## src/rtl/fp_mul32.sv

```systemverilog
module fp_mul32 #(
  parameter int EW = 8,
  parameter int FW = 23
) (
  input  logic               clk,
  input  logic               rst_n,
  input  logic [EW+FW:0]     op_a,
  input  logic [EW+FW:0]     op_b,
  input  logic               trunc_mode,
  output logic [EW+FW:0]     product,
  output logic               flag_invalid,
  output logic               flag_overflow,
  output logic               flag_underflow
);
  localparam int W  = EW + FW + 1;
  localparam int SW = FW + 1;
  localparam int PW = 2 * SW;
  localparam int XW = EW + 2;
  localparam logic signed [XW-1:0] BIAS = XW'(2 ** (EW - 1) - 1);
  localparam logic signed [XW-1:0] EMAX = XW'(2 ** EW - 2);
  localparam logic [W-2:0] INF_MAG = {{EW{1'b1}}, {FW{1'b0}}};
  localparam logic [W-1:0] QNAN = {1'b0, {EW{1'b1}}, 1'b1, {(FW-1){1'b0}}};

  logic [EW-1:0] ea, eb;
  logic [FW-1:0] fa, fb;
  logic          sgn;
  assign ea  = op_a[W-2:FW];
  assign eb  = op_b[W-2:FW];
  assign fa  = op_a[FW-1:0];
  assign fb  = op_b[FW-1:0];
  assign sgn = op_a[W-1] ^ op_b[W-1];

  logic a_zero, b_zero, a_inf, b_inf, a_nan, b_nan;
  assign a_zero = (ea == '0);
  assign b_zero = (eb == '0);
  assign a_inf  = (ea == '1) && (fa == '0);
  assign b_inf  = (eb == '1) && (fb == '0);
  assign a_nan  = (ea == '1) && (fa != '0);
  assign b_nan  = (eb == '1) && (fb != '0);

  logic [PW-1:0] prod;
  assign prod = {1'b1, fa} * {1'b1, fb};

  logic          hi;
  logic [FW-1:0] mant;
  logic          guard, sticky, rup;
  assign hi     = prod[PW-1];
  assign mant   = hi ? prod[PW-2 -: FW] : prod[PW-3 -: FW];
  assign guard  = hi ? prod[FW] : prod[FW-1];
  assign sticky = hi ? |prod[FW-1:0] : |prod[FW-2:0];
  assign rup    = !trunc_mode && guard && (sticky || mant[0]);

  logic          cy;
  logic [FW-1:0] mr;
  assign {cy, mr} = {1'b0, mant} + {{FW{1'b0}}, rup};

  logic signed [XW-1:0] e_sum, e_fin;
  assign e_sum = $signed({2'b00, ea}) + $signed({2'b00, eb}) - BIAS;
  assign e_fin = e_sum + $signed({{(XW-1){1'b0}}, hi}) + $signed({{(XW-1){1'b0}}, cy});

  logic [W-1:0] res_d;
  logic         inv_d, ovf_d, unf_d;

  always_comb begin
    res_d = {sgn, e_fin[EW-1:0], mr};
    inv_d = 1'b0;
    ovf_d = 1'b0;
    unf_d = 1'b0;
    if (a_nan || b_nan || (a_zero && b_inf) || (b_zero && a_inf)) begin
      res_d = QNAN;
      inv_d = 1'b1;
    end else if (a_inf || b_inf) begin
      res_d = {sgn, INF_MAG};
    end else if (a_zero || b_zero) begin
      res_d = {sgn, {(W-1){1'b0}}};
    end else if (e_fin > EMAX) begin
      res_d = {sgn, INF_MAG};
      ovf_d = 1'b1;
    end else if (e_fin < XW'(1)) begin
      res_d = {sgn, {(W-1){1'b0}}};
      unf_d = 1'b1;
    end
  end

  logic seen;

  always_ff @(posedge clk or negedge rst_n) begin
    if (!rst_n) begin
      product        <= '0;
      flag_invalid   <= 1'b0;
      flag_overflow  <= 1'b0;
      flag_underflow <= 1'b0;
      seen           <= 1'b0;
    end else begin
      product        <= res_d;
      flag_invalid   <= inv_d;
      flag_overflow  <= ovf_d;
      flag_underflow <= unf_d;
      seen           <= 1'b1;
    end
  end

  p_one_flag_r11: assert property (@(posedge clk) disable iff (!rst_n)
    $onehot0({flag_invalid, flag_overflow, flag_underflow}));

  p_invalid_nan_r8: assert property (@(posedge clk) disable iff (!rst_n)
    flag_invalid |-> product == QNAN);

  p_overflow_inf_r9: assert property (@(posedge clk) disable iff (!rst_n)
    flag_overflow |-> product[W-2:0] == INF_MAG);

  p_underflow_zero_r10: assert property (@(posedge clk) disable iff (!rst_n)
    flag_underflow |-> product[W-2:0] == '0);

  p_sign_xor_r2: assert property (@(posedge clk) disable iff (!rst_n)
    (seen && !flag_invalid) |-> product[W-1] == $past(op_a[W-1] ^ op_b[W-1]));

  p_zero_operand_r6: assert property (@(posedge clk) disable iff (!rst_n)
    (seen && $past(op_a[W-2:FW] == '0 && op_b[W-2:FW] != '1)) |-> product[W-2:0] == '0);
endmodule

```

## config.mk

```make
export PLATFORM = sky130hd
export DESIGN_NAME = fp_mul32
export DESIGN_NICKNAME = d
export VERILOG_FILES = /design/src/rtl/fp_mul32.sv
export SDC_FILE = /design/constraint.sdc
export NUM_CORES = 2
export LEC_CHECK = 0
export BUFFER_PORTS_ARGS = -buffer_cell sky130_fd_sc_hd__buf_4
export CORE_MARGIN = 2
export CORE_UTILIZATION = 45
export DETAILED_ROUTE_END_ITERATION = 8
export PLACE_DENSITY = 0.61
export SLEW_MARGIN = 10
export SYNTH_ARGS = -nofsm -noshare
export SYNTH_HDL_FRONTEND = slang
export SYNTH_SLANG_ARGS = --single-unit
```

## constraint.sdc

```tcl
create_clock -name clk -period 1.5 [get_ports clk]
set_clock_uncertainty 0.2 [all_clocks]
set_input_delay 0.3 -clock clk [delete_from_list [all_inputs] [get_ports clk]]
set_output_delay 0.3 -clock clk [all_outputs]
set_load 0.01 [all_outputs]
```

==> impl_metrics.yaml <==
sta:
  timing.hold.ws_ns: 0.0706
  post-route-period-util: 6.81
  slew_violations: 0
  finalSetupViolCount: 35
  worst-slew-pin-transition_ns: 0.638
  setup_ws_ns: -8.71
  rsz0062_at_grt: "yes"
  hold_viol: 0
  clock.fmax_mhz: 97.9
  slew_headroom: 0.568
  period_needed_ns: 10.21
  fin_setup_tns_ns: -284.01
route:
  first_iter_violations: 1197
  wirelength_um: 70000
  drc_errors: 0
  first_pass_iters: 5
  vias: 19600
  ant_nets: 0
  wire_per_inst_um: 18.5
  viasPerCell: 5.17
grt:
  grtUsageMet3: 0.0245
  first_global_vias: 20800
  grtUsageMet2: 0.469
  gr-total-overflow: 0
  antenna_found_initial: 0
  grtUsageMet1: 0.382
  grt_usage: 0.277
  grt_pass1_wl_um: 112000
  grt_busiest_layer: "met2"
  grt_max_degree: 36
synth:
  seq_area_frac_synth: 0.0390
  synthMuxAreaShare: 0.00690
  synth-compound-area-share: 0.0756
  syn_area_um2: 22500
  async_reset_ff_frac: 1.00
  synth_top_family_by_area: "adder cells"
  post_synth.cell_area_avg_um2: 8.57
  synth-edff-count: 0
  ys_ff_latch: 35
  syn-instance-count: 2623
  synthSimpleGateAreaFrac: 0.191
  yosysUniqueCellTypes: 93
  synth_adder_area_share: 0.536
  synthXorXnorAreaFrac: 0.0255
  syn_nets: 3362
  ys_warn_count: 0
  synth_ff_type: "dfrtp_1"
status:
  failed_checks: "negative setup slack"
  outcome: "finished, violations left"
floorplan:
  pin_count: 102
  die_h_um: 228
  num_rows: 81
  die_x_um: 228
  initial_utilization: 0.457
  dieArea_um2: 51800
  core_area_um2: 49200
setup_path:
  crit_required_ns: 1.46
  crit_buf_inv: 9
  cp_common_cell: "fa_1"
  critPathTopFamily: "adder cells"
  critPathLaunchType: "input pin"
  end_kind: "flip-flop"
  crit_path_max_incr_delay_ns: 0.56
  critPathArrivalTime_ns: 10.17
  crit_type: "in2reg"
  cp_slowest_cell: "fa_2"
  path_max_fanout: 12
placement:
  place_congestion: 0.984
  dpl.hpwl_um: 60000
  portBuffers: 101
  dp.cells: 3715
cells_and_area:
  antennaDiodeCount: 0
  area_growth_pct: 30.6
  drive_gt1_frac: 0.293
  fillerInstances: 4263
  fin_cells: 3785
  multiInputGateArea_um2: 20000
  register_area_um2: 876
  num-nets-final: 3859
hold_path:
  hold-path-endpoint: "product[31]$_DFF_PN0_"
  min_path_cells: 3
  hp-start: "op_a[31]"
  hold_path.class: "in2reg"
cts:
  htree_num_levels: 2
  clkSinkCount: 35
  cts_buffer_depth: 2
  cts-root-buf: "clkbuf_16"
  cts_made_buffers: 5
  cts_tree: "built"
  clkSlewWorstSetupHoldPaths_ns: 0.06
flow_run:
  drv_cap: 0
repair_timing:
| item | 4_1_cts | 5_1_grt |
|---|---|---|
| endpoints found under the hold margin | 35 | 0 |
| gates resized for setup | 170 | 180 |
| endpoints found under the setup margin | 35 | 35 |
| cloned | 1 | 5 |
| hold buffers | 1 | 0 |
| pin swaps | 68 | 94 |
| setup buffers | 21 | 38 |
cell usage after synthesis (26+ instances only):
master / number / area share
a21oi_1: 64 / 0.014
and2_1: 253 / 0.070
clkbuf_1: 92 / 0.015
dfrtp_1: 35 / 0.039
fa_1: 484 / 0.43
ha_1: 188 / 0.10
inv_1: 614 / 0.10
nand2_1: 350 / 0.058
nor2_1: 104 / 0.017
o21ai_0: 49 / 0.011
xnor2_1: 35 / 0.014
xor2_1: 26 / 0.010
routing by layer:
layer / share of wire / up-vias
met5: 0 / -
met4: 0.033 / 0
met3: 0.055 / 124
met2: 0.48 / 617
met1: 0.43 / 9925
li1: - / 8911
layout make-up:
cell class	count	share of cell area
tap	664	0.0283
timing repair buffer	610	0.177
clock buffer	5	0.00426
multi-input combinational	1850	0.680
inverter	618	0.0800
sequential	35	0.0298
clock inverter	3	0.00149
worst max-delay path by stage:
stage / start / end / cells past startpoint
detailed placement: op_a[7] / product[6]$_DFF_PN0_ / 41
floorplan: op_b[20] / product[11]$_DFF_PN0_ / 40
global placement: op_a[7] / product[9]$_DFF_PN0_ / 39
global route: op_a[9] / product[9]$_DFF_PN0_ / 42
finish: op_b[6] / product[21]$_DFF_PN0_ / 40
CTS: op_b[18] / product[4]$_DFF_PN0_ / 39
registers in the layout, summed over array words and instances (netlist names):
register / flops
product: 32
flag_invalid: 1
flag_overflow: 1
flag_underflow: 1
cell usage in the layout (no fill, tap or decap), types with 13 or more instances in the layout:
| master | instances |
|---|---|
| a21o_1 | 13 |
| buf_12 | 19 |
| nor4_1 | 13 |
| nand3_1 | 17 |
| nand2_2 | 15 |
| dfrtp_1 | 35 |
| nor2_1 | 79 |
| inv_1 | 583 |
| xnor2_1 | 32 |
| o21ai_2 | 15 |
| buf_8 | 17 |
| fa_2 | 35 |
| a21oi_1 | 42 |
| nand4_1 | 17 |
| o21ai_0 | 29 |
| nor3_1 | 14 |
| ha_1 | 168 |
| ha_4 | 20 |
| inv_2 | 28 |
| xor2_1 | 24 |
| o211ai_1 | 14 |
| nand2_1 | 334 |
| a21oi_2 | 23 |
| buf_4 | 528 |
| and2_4 | 39 |
| and2_1 | 215 |
| buf_6 | 40 |
| fa_1 | 449 |
| nor2_2 | 15 |
metrics by stage:
stage                      util  worst slack [ns]  cell area [um^2]
final                     0.598             -8.71             29400
after global routing      0.598             -9.08             29400
after detailed placement  0.555             -9.33             27300
after floorplan               -             -8.47             23200
after CTS                 0.575             -8.77             28300
after global placement    0.555             -9.26             27300
cell families (layout without fill, tap and decap cells):
group	after synthesis	in the layout
AOI/OAI and AO/OA	245	245
xor gates and xnor gates	63	63
adders and majority gates	672	672
buffers and inverters	738	1236
DFF	35	35
muxes	15	15
and+or+nand+nor	855	855
Power is left out: the tool's default activity adds up to more than one toggle a clock period on the data nets, which glitch-free logic cannot reach.
